File: src/rtl/pwm_pkg.sv
package pwm_pkg;

  // Offset sequencer: halted after reset, armed waiting for sync, running.
  typedef enum logic [1:0] {
    SEQ_HALT  = 2'd0,
    SEQ_ARMED = 2'd1,
    SEQ_RUN   = 2'd2
  } seq_state_e;

  function automatic int unsigned sel_width(input int unsigned n);
    return (n > 1) ? $clog2(n) : 1;
  endfunction

endpackage

File: src/rtl/pwm_shadow_bank.sv
module pwm_shadow_bank #(
  parameter int NCH = 4,
  parameter int CW  = 16,
  localparam int CHW = pwm_pkg::sel_width(NCH)
) (
  input  logic                    clk,
  input  logic                    rst,
  input  logic                    we,
  input  logic [CHW-1:0]          ch,
  input  logic [CW-1:0]           period,
  input  logic [CW-1:0]           width,
  input  logic [CW-1:0]           offset,
  input  logic                    apply,
  output logic [NCH-1:0][CW-1:0]  act_period,
  output logic [NCH-1:0][CW-1:0]  act_width,
  output logic [NCH-1:0][CW-1:0]  act_offset
);

  logic [NCH-1:0][CW-1:0] stg_period;
  logic [NCH-1:0][CW-1:0] stg_width;
  logic [NCH-1:0][CW-1:0] stg_offset;

  for (genvar i = 0; i < NCH; i++) begin : g_slot
    logic hit;
    assign hit = we && (ch == CHW'(i));

    // staging registers: written any time, not visible to the channel
    always_ff @(posedge clk) begin
      if (rst) begin
        stg_period[i] <= '0;
        stg_width[i]  <= '0;
        stg_offset[i] <= '0;
      end else if (hit) begin
        stg_period[i] <= period;
        stg_width[i]  <= width;
        stg_offset[i] <= offset;
      end
    end

    // active registers: copied only on a restart (old staged value wins)
    always_ff @(posedge clk) begin
      if (rst) begin
        act_period[i] <= '0;
        act_width[i]  <= '0;
        act_offset[i] <= '0;
      end else if (apply) begin
        act_period[i] <= stg_period[i];
        act_width[i]  <= stg_width[i];
        act_offset[i] <= stg_offset[i];
      end
    end
  end

endmodule

File: src/rtl/pwm_offset_seq.sv
module pwm_offset_seq #(
  parameter int CW       = 16,
  parameter bit SYNC_EXT = 1'b0
) (
  input  logic          clk,
  input  logic          rst,
  input  logic          soft_rst,
  input  logic          load,
  input  logic          ext_sync,
  input  logic          all_done,
  output logic          restart,
  output logic          ofs_run,
  output logic [CW-1:0] ofs_cnt
);
  import pwm_pkg::*;

  localparam logic [CW-1:0] CNT_MAX = '1;

  seq_state_e state;
  logic       pend;
  logic       sync_go;

  // a soft reset is immediate; a load (new or held) waits for period ends
  assign restart = soft_rst || ((load || pend) && all_done);
  assign ofs_run = (state == SEQ_RUN);

  generate
    if (SYNC_EXT) begin : g_ext
      assign sync_go = ext_sync;
    end else begin : g_int
      assign sync_go = 1'b0;
    end
  endgenerate

  always_ff @(posedge clk) begin
    if (rst) begin
      state   <= SEQ_HALT;
      ofs_cnt <= '0;
      pend    <= 1'b0;
    end else if (restart) begin
      ofs_cnt <= '0;
      pend    <= 1'b0;
      state   <= SYNC_EXT ? SEQ_ARMED : SEQ_RUN;
    end else begin
      if (load) pend <= 1'b1;
      case (state)
        SEQ_RUN:   if (ofs_cnt != CNT_MAX) ofs_cnt <= ofs_cnt + 1'b1;
        SEQ_ARMED: if (sync_go) state <= SEQ_RUN;
        default:   state <= state;
      endcase
    end
  end

endmodule

File: src/rtl/pwm_channel.sv
module pwm_channel #(
  parameter int CW = 16
) (
  input  logic          clk,
  input  logic          rst,
  input  logic          restart,
  input  logic          ofs_run,
  input  logic [CW-1:0] ofs_cnt,
  input  logic [CW-1:0] period,
  input  logic [CW-1:0] width,
  input  logic [CW-1:0] offset,
  output logic          pwm,
  output logic          started,
  output logic [CW-1:0] cnt,
  output logic          done
);

  logic active;
  logic last;

  assign active = (period != '0);
  assign last   = (cnt == period - 1'b1);
  // an idle or not-yet-started channel never holds back a reload
  assign done   = !started || last;

  always_ff @(posedge clk) begin
    if (rst || restart) begin
      started <= 1'b0;
      cnt     <= '0;
      pwm     <= 1'b0;
    end else begin
      pwm <= started && (cnt < width);
      if (!started) begin
        if (active && ofs_run && (ofs_cnt == offset)) begin
          started <= 1'b1;
          cnt     <= '0;
        end
      end else begin
        cnt <= last ? '0 : cnt + 1'b1;
      end
    end
  end

endmodule

File: src/rtl/pwm_phase_gen.sv
module pwm_phase_gen #(
  parameter int NCH      = 4,
  parameter int CW       = 16,
  parameter bit SYNC_EXT = 1'b0,
  localparam int CHW = pwm_pkg::sel_width(NCH)
) (
  input  logic            clk,
  input  logic            rst,
  input  logic            soft_rst,
  input  logic            load,
  input  logic            ext_sync,
  input  logic            cfg_we,
  input  logic [CHW-1:0]  cfg_ch,
  input  logic [CW-1:0]   cfg_period,
  input  logic [CW-1:0]   cfg_width,
  input  logic [CW-1:0]   cfg_offset,
  output logic [NCH-1:0]  pwm_out
);

  logic                   restart;
  logic                   ofs_run;
  logic [CW-1:0]          ofs_cnt;
  logic                   all_done;
  logic [NCH-1:0][CW-1:0] act_period;
  logic [NCH-1:0][CW-1:0] act_width;
  logic [NCH-1:0][CW-1:0] act_offset;
  logic [NCH-1:0][CW-1:0] ch_cnt;
  logic [NCH-1:0]         ch_started;
  logic [NCH-1:0]         ch_done;

  assign all_done = &ch_done;

  pwm_shadow_bank #(.NCH(NCH), .CW(CW)) u_bank (
    .clk        (clk),
    .rst        (rst),
    .we         (cfg_we),
    .ch         (cfg_ch),
    .period     (cfg_period),
    .width      (cfg_width),
    .offset     (cfg_offset),
    .apply      (restart),
    .act_period (act_period),
    .act_width  (act_width),
    .act_offset (act_offset)
  );

  pwm_offset_seq #(.CW(CW), .SYNC_EXT(SYNC_EXT)) u_seq (
    .clk      (clk),
    .rst      (rst),
    .soft_rst (soft_rst),
    .load     (load),
    .ext_sync (ext_sync),
    .all_done (all_done),
    .restart  (restart),
    .ofs_run  (ofs_run),
    .ofs_cnt  (ofs_cnt)
  );

  for (genvar i = 0; i < NCH; i++) begin : g_ch
    pwm_channel #(.CW(CW)) u_ch (
      .clk     (clk),
      .rst     (rst),
      .restart (restart),
      .ofs_run (ofs_run),
      .ofs_cnt (ofs_cnt),
      .period  (act_period[i]),
      .width   (act_width[i]),
      .offset  (act_offset[i]),
      .pwm     (pwm_out[i]),
      .started (ch_started[i]),
      .cnt     (ch_cnt[i]),
      .done    (ch_done[i])
    );
  end

endmodule

File: config.mk
export PLATFORM = sky130hd
export DESIGN_NAME = pwm_phase_gen
export DESIGN_NICKNAME = d
export VERILOG_FILES = /design/src/rtl/pwm_pkg.sv /design/src/rtl/pwm_shadow_bank.sv /design/src/rtl/pwm_offset_seq.sv /design/src/rtl/pwm_channel.sv /design/src/rtl/pwm_phase_gen.sv
export SDC_FILE = /design/constraint.sdc
export NUM_CORES = 1
export LEC_CHECK = 0
export ABC_AREA = 0
export BUFFER_PORTS_ARGS = -buffer_cell sky130_fd_sc_hd__buf_4
export CORE_UTILIZATION = 60
export DETAILED_ROUTE_END_ITERATION = 10
export GPL_ROUTABILITY_DRIVEN = 0
export PLACE_DENSITY_LB_ADDON = 0.08
export SYNTH_ARGS = -nofsm -noshare
export SYNTH_HDL_FRONTEND = slang
export SYNTH_HIERARCHICAL = 1
export SYNTH_SLANG_ARGS = --single-unit
File: constraint.sdc
create_clock -name clk -period 5.6 [get_ports clk]
set_input_delay 0 -clock clk [delete_from_list [all_inputs] [get_ports clk]]
set_output_delay 0 -clock clk [all_outputs]
set_load 0.01 [all_outputs]
Word-level counts from Yosys, hierarchy flattened
Cells that the tools add are included.
Widths: inputs -> output; s select.
- register bits: 474
- word-level logic and storage cells: 124
- output and inout bits: 4
- input bits: 56
- order comparisons: 4
- add/sub/neg operators: 9
- reductions and logical operators: 40
- eq/ne operators: 12
- multiplexer cells: 20
- operators with widths (kind ; count):
    $mux 16 ; 12
    $eq 16x16->1 ; 8
    $add 16x1->16 const B ; 5
    $lt 16x16->1 ; 4
    $reduce_bool 16->1 ; 4
    $sub 16x1->16 const B ; 4
    $logic_and 1x1->1 ; 17
    $ne 16x16->1 const B ; 1
    $mux 1 ; 8
    $reduce_bool 2->1 ; 4
    $logic_or 1x1->1 ; 7
    $eq 2x2->1 const B ; 2
    $logic_not 1->1 ; 4
    $reduce_and 4->1 ; 1
    $eq 2x1->1 const B ; 1
    $logic_not 2->1 ; 1
    $reduce_and 2->1 ; 1
    $reduce_or 2->1 ; 1

Depth between registers and ports, before layout
- depth in word-level cells: 7
- gate-level depth with buffers: 19
- mapped depth without buffers: 17

By module
Netlist, hierarchy kept.
- modules (own cells, without submodules) (module ; cells each ; instances ; area an instance (um2) ; seq. area each (um2)):
    pwm_shadow_bank ; 1298 ; 1 ; 14286.2 ; 7687.4
    pwm_channel (g_ch[1].u_ch ...) ; 276 ; 3 ; 2080.7 ; 360.3
    pwm_channel (g_ch[0].u_ch) ; 240 ; 1 ; 1924.3 ; 360.3
    pwm_offset_seq ; 103 ; 1 ; 875.8 ; 360.3
    pwm_phase_gen ; 1 ; 1 ; 8.8 ; 0.0

Worst setup path after synthesis
OpenSTA, ideal clock, no wires.
- path type: reg2reg
- start point: reg u_bank/act_period[32] in the netlist's numbering
- end point: reg u_bank/act_period[37] in the netlist's numbering
- data required time: 5.472 ns
- cell stages (with the launch flop): 19
- data arrival time: 3.685 ns
- path slack: 1.788 ns
- clock period less this slack: 3.812 ns
- buffers on the path: 4
- library setup time: 0.128 ns
- cell sequence: dfxtp_1 -> inv_1 -> ha_1 -> nor2b_1 -> clkbuf_1 -> or3_1 -> a311o_1 -> nor3_4 -> nand4_4 -> or2_1 -> nand2_1 -> and4_1 -> o21a_1 -> or2_2 -> clkbuf_1 -> buf_2 -> buf_2 -> mux2i_1 -> nor2_1
- word-level cells in the longest chain between the ends: 6
- ends and longest elaborated chain (item ; RTL line ; text):
    start, declared ; pwm_shadow_bank.sv:14 ; output logic [NCH-1:0][CW-1:0] act_period,
    start signal, assigned by index ; pwm_shadow_bank.sv:47 ; act_period[i] <= stg_period[i];
    $sub 16x1->16 ; pwm_channel.sv:22 ; assign last = (cnt == period - 1'b1);
    $eq 16x16->1 ; pwm_channel.sv:22 ;
    $logic_or 1x1->1 ; pwm_channel.sv:24 ; assign done = !started || last;
    via ch_done[2] ; pwm_phase_gen.sv:29 ; logic [NCH-1:0] ch_done;
    $reduce_and 4->1 ; pwm_phase_gen.sv:31 ; assign all_done = &ch_done;
    via all_done ; pwm_phase_gen.sv:23 ; logic all_done;
    $logic_and 1x1->1 ; pwm_offset_seq.sv:24 ; assign restart = soft_rst || ((load || pend) && all_done);
    $logic_or 1x1->1 ; pwm_offset_seq.sv:24 ;
    via restart ; pwm_phase_gen.sv:20 ; logic restart;
The timed path passes the listed nets, and every way through them passes these cells.
A chain may end at the register's enable or synchronous reset.

Final worst setup path
- start point: reg u_bank/act_period[16] in the netlist's numbering
- end point: reg g_ch[1].u_ch.cnt[9]
- word-level cells in the longest chain between the ends: 7
- elaborated cells on any way between the ends: 13
- those cells by class: add/sub: 1; eq/ne: 1; mux: 2; reduce/logical: 9
- ends and longest elaborated chain (item ; RTL line ; text):
    $sub 16x1->16 ; pwm_channel.sv:22 ;
    $eq 16x16->1 ; pwm_channel.sv:22 ;
    $logic_or 1x1->1 ; pwm_channel.sv:24 ;
    via ch_done[1] ; pwm_phase_gen.sv:29 ;
    $reduce_and 4->1 ; pwm_phase_gen.sv:31 ;
    via all_done ; pwm_phase_gen.sv:23 ;
    $logic_and 1x1->1 ; pwm_offset_seq.sv:24 ;
    $logic_or 1x1->1 ; pwm_offset_seq.sv:24 ;
    via restart ; pwm_phase_gen.sv:20 ;
    $logic_or 1x1->1 ; pwm_channel.sv:27 ; if (rst || restart) begin
    end signal, assigned ; pwm_channel.sv:39 ; cnt <= last ? '0 : cnt + 1'b1;
    end, declared ; pwm_channel.sv:14 ; output logic [CW-1:0] cnt,
The timed path passes the listed nets, and every way through them passes these cells.

==> run summary <==
The die boundary width is ~200 µm. The wire length of the first global-routing pass is 91020 µm. The detailed-route wire length per cell came out at 18.63 µm. The number of different library cells in the post-synthesis netlist came out at 81. The type of destination of the critical path is a flop. The final routed wirelength across all metal layers is around 57000 µm. The count of standard-cell rows came out at 71. Between clock sinks in the finished design, the worst skew comes to 0.02011 ns. The total overflow reported by the global router came out at 0.

In this run, synthesis produced a sequential element count of 474. The maximum count of clock buffers along a single path came out at 3. Setup repair after global routing left no endpoint under its margin. The achievable clock frequency came out at ~0.21 GHz. The fraction of registers with async set or reset after synthesis came out at 0%.

The type of element launching the critical path is a flop. The via count of the first global-routing pass came to 17005. The class of the most critical setup path is reg -> reg. The count of final hold-check violations was 0. The final total negative setup slack came out at 0 ns.

The mean number of vias per cell came out at 5.773. The number of pins exceeding their max-slew limit in the final report is 0. The area overhead of the layout relative to synthesis is 12.21%.

The analysis attributes to cell leakage a power of 11.36 nW. In this run the worst hold path is classified as in -> reg. In this run, the number of DRC markers left after iteration 0 of detailed routing was 1301. For this run, the leading register cell type out of synthesis is dfxtp_1. The maximum ir drop on the vdd rail came out at 0.0002750 V.

The proportion of synthesized chip area in sequential cells is 40.66%. The tree is rooted in a clkbuf_16. For this design the top-level I/O count stands at 60. The count of buffers added on input and output ports is 58.

The final period demand of the worst path is roughly 4.7 ns. The antenna diode instance count came out at 0. The post-detailed-route count of antenna-violating nets came out at 0. The detailed placement HPWL is 39420 µm.

The flow ran to the end, and the final reports show no timing, DRC or antenna violations. In this run the cell area measured after placement is 24010 µm². The data arrival time of the worst path came out at ~5.2 ns. Clock tree synthesis found a total of 474 sinks.

Max-cap violations in this run came to 0. The number of enable-type register cells in the synthesized netlist came out at 0. The final standard cell utilization of the core came out at 69.04%. The largest fanout on the critical path came out at 22. The area of the multi-input gates came out at 12900 µm². The share of the cycle needed by the critical path after routing is 84.78%. The number of antenna violations at the first check in global routing came to 1.

The number of CTS-inserted buffers came out at 49. The final setup violation count is 0. With fillers left out, the area of the finished cells amounts to approximately 26000 µm². The starting density of the core is around three fifths. The clock network latency to the later pin of the worst-skew pair came out at slightly below 0.6 ns. The post-CTS setup repair buffer count came out at 0. The worst slew margin relative to its limit is ~17%. The total area inside the core boundary comes to approximately 38000 µm². The number of remaining DRC errors came out at 0.

Summing all flip-flop and latch instances after layout gives 9489 µm². The summed instance area of the synthesized netlist came out at between 20000 and 25000 µm². Power spread over the standard cell area amounts to slightly below 300 nW/µm². The data required time at the worst endpoint came out at 6.08 ns.

Clock-pin slew was measured on the worst setup and hold paths at 0.06 ns. The pin count of the biggest net entering global routing came out at about 150. The count of filler cells inserted in the layout is ~3000.

The yosys synthesis warning count came out at 6. The number of nets in the synthesized netlist is 2595. The total iterations of the first detailed-routing run came out at 5. The synthesized instance count is 2470. TritonCTS built the clock tree.

The synthesized area per cell came out at 9.448 µm². The total global-route track usage came out at 29.10%. The number of nets at the end of the flow is 2654. The routed layout has 17775 vias. The die covers 39690 µm².

In the final layout, the share of cells above drive strength 1 is approximately 7.7%. The clock tree synthesis step divided the H-tree into 2 levels. The chip height is 199.2 µm. The slew at the pin closest to its max-slew limit is 1.230 ns.
==> logic make-up after synthesis <==
family	Yosys count	synth area share (%)
simple gates	923	21.62
flops	474	40.66
mux	388	16.64
compound gates	239	7.168
buf+inv	216	4.171
xor+xnor	161	6.042
fa+ha+maj	69	3.699
==> timing repair <==
item / in CTS / in global routing
endpoints found under the hold margin: 251 / 0
hold buffers: 48 / 0
setup endpoints to repair: 0 / 0
gates resized for setup: 0 / 0
==> worst max-delay path: stages, from the launching register on <==
cell     delay (ns)
dfxtp_1        0.37
inv_1          0.08
ha_1           0.23
nor2b_1        0.47
a31oi_1        0.14
or4_1          0.60
nor3_4         0.19
nand4_4        0.19
or2_1          0.28
nand2_1        0.15
and4_1         0.30
o21a_1         0.19
or2_4          0.47
nor2_1         0.15
and2_1         0.34
and3_1         0.23
o22ai_1        0.14
o21ai_1        0.09
==> cell usage after synthesis (9+ instances only) <==
library cell / n / area share (%)
mux2i_1: 388 / 17
nor2_1: 247 / 4.0
xnor2_1: 126 / 4.7
nor4_1: 18 / 0.48
nand4_1: 37 / 0.99
xor2_1: 35 / 1.3
nand2_1: 101 / 1.6
and3_1: 27 / 0.72
buf_2: 49 / 1.1
clkbuf_1: 42 / 0.68
nand3_1: 57 / 1.2
a21oi_1: 39 / 0.84
inv_1: 101 / 1.6
ha_1: 69 / 3.7
o22ai_1: 19 / 0.51
a31oi_1: 11 / 0.29
dfxtp_1: 474 / 41
nor2b_1: 14 / 0.38
nand2b_1: 251 / 6.7
a21o_1: 21 / 0.68
o21ai_0: 26 / 0.56
nor3_1: 55 / 1.2
a41oi_1: 9 / 0.34
o211ai_1: 15 / 0.48
o21ai_1: 33 / 0.71
or3_1: 33 / 0.88
buf_4: 14 / 0.45
==> registers in the layout, indices dropped and copies added, names as in the netlist <==
signal,flops
u_bank/stg_width,64
g_ch.u_ch/started,4
u_seq/state,1
u_bank/act_offset,64
u_bank/act_period,64
u_bank/stg_period,64
g_ch.u_ch/cnt,64
u_seq/pend,1
u_bank/stg_offset,64
g_ch.u_ch/pwm,4
u_seq/ofs_cnt,16
u_bank/act_width,64
==> per-layer routing <==
layer / up-vias / GRT usage (%) / wire length, µm
met5: - / 0 / 13
met3: 79 / 3.916 / 2621
met1: 8559 / 39.17 / 26250
met4: 2 / 7.806 / 1150
met2: 446 / 48.77 / 27330
li1: 8689 / - / -
==> cell type report <==
type / instances / share of cell area [%]
tap: 511 / 2.441
clock inverter: 22 / 0.9699
clock buffer: 68 / 5.499
multi-input combinational: 1780 / 49.25
timing repair buffer: 120 / 4.118
sequential: 474 / 36.24
inverter: 104 / 1.491
==> cells in the final DEF, fill, tap and decap left out, drive strengths merged, types with 6 or more instances in the layout <==
master         n
a41oi          9
and2           8
nand3         57
or3           36
nand4         42
nand2b       251
nand2        101
a211oi         9
nor3          62
o211ai        15
buf           72
o22ai         19
nor2         247
mux2i        388
nor2b         14
or2           10
and4           8
clkbuf        68
a31oi         11
xnor2        126
o2111ai        9
nor4          19
and3          27
xor2          35
nand3b         6
a21oi         40
dfxtp        474
o21ai         62
inv          106
or4            8
clkinv        12
dlygate4sd3   48
and3b          6
ha            69
a21o          21
o21a           7
nor4b          6
==> worst paths after layout <==
| kind | startpoint | end | slack [ns] | cells after the start |
|---|---|---|---|---|
| worst max register to register | u_bank/act_period[16]$_SDFFE_PP0P_ | g_ch[1].u_ch/cnt[9]$_SDFFE_PP0P_ | 0.85 | 17 |
| worst max-delay path | u_bank/act_period[16]$_SDFFE_PP0P_ | g_ch[1].u_ch/cnt[9]$_SDFFE_PP0P_ | 0.85 | 17 |
| worst min register to register | u_bank/stg_width[0]$_SDFFE_PP0P_ | u_bank/stg_width[0]$_SDFFE_PP0P_ | 0.47 | 2 |
| worst min-delay path | cfg_period[2] | u_bank/stg_period[18]$_SDFFE_PP0P_ | 0.02 | 3 |
==> where the power goes <==
| group | total, mW | switching, mW | internal, mW |
|---|---|---|---|
| logic | 0.689 | 0.387 | 0.302 |
| registers | 3.51 | 0.0625 | 3.45 |
| clock network | 3.40 | 1.37 | 2.03 |
| total | 7.60 | 1.82 | 5.78 |
==> metrics by stage <==
| step | hold slack [ns] | setup slack [ns] | cells | power (mW) |
|---|---|---|---|---|
| after detailed placement | 0.2708 | 0.9040 | 2941 | 4.241 |
| after CTS | 0.007584 | 0.8239 | 3079 | 7.654 |
| after global placement | 0.2640 | 0.9958 | 2941 | 4.225 |
| final | 0.01790 | 0.8524 | 3079 | 7.604 |
| after global routing | 0.01575 | 0.5444 | 3079 | 7.851 |
| after floorplan | 0.07238 | 1.788 | 2470 | 4.057 |
No activity file was read; power rests on OpenSTA's default activity.
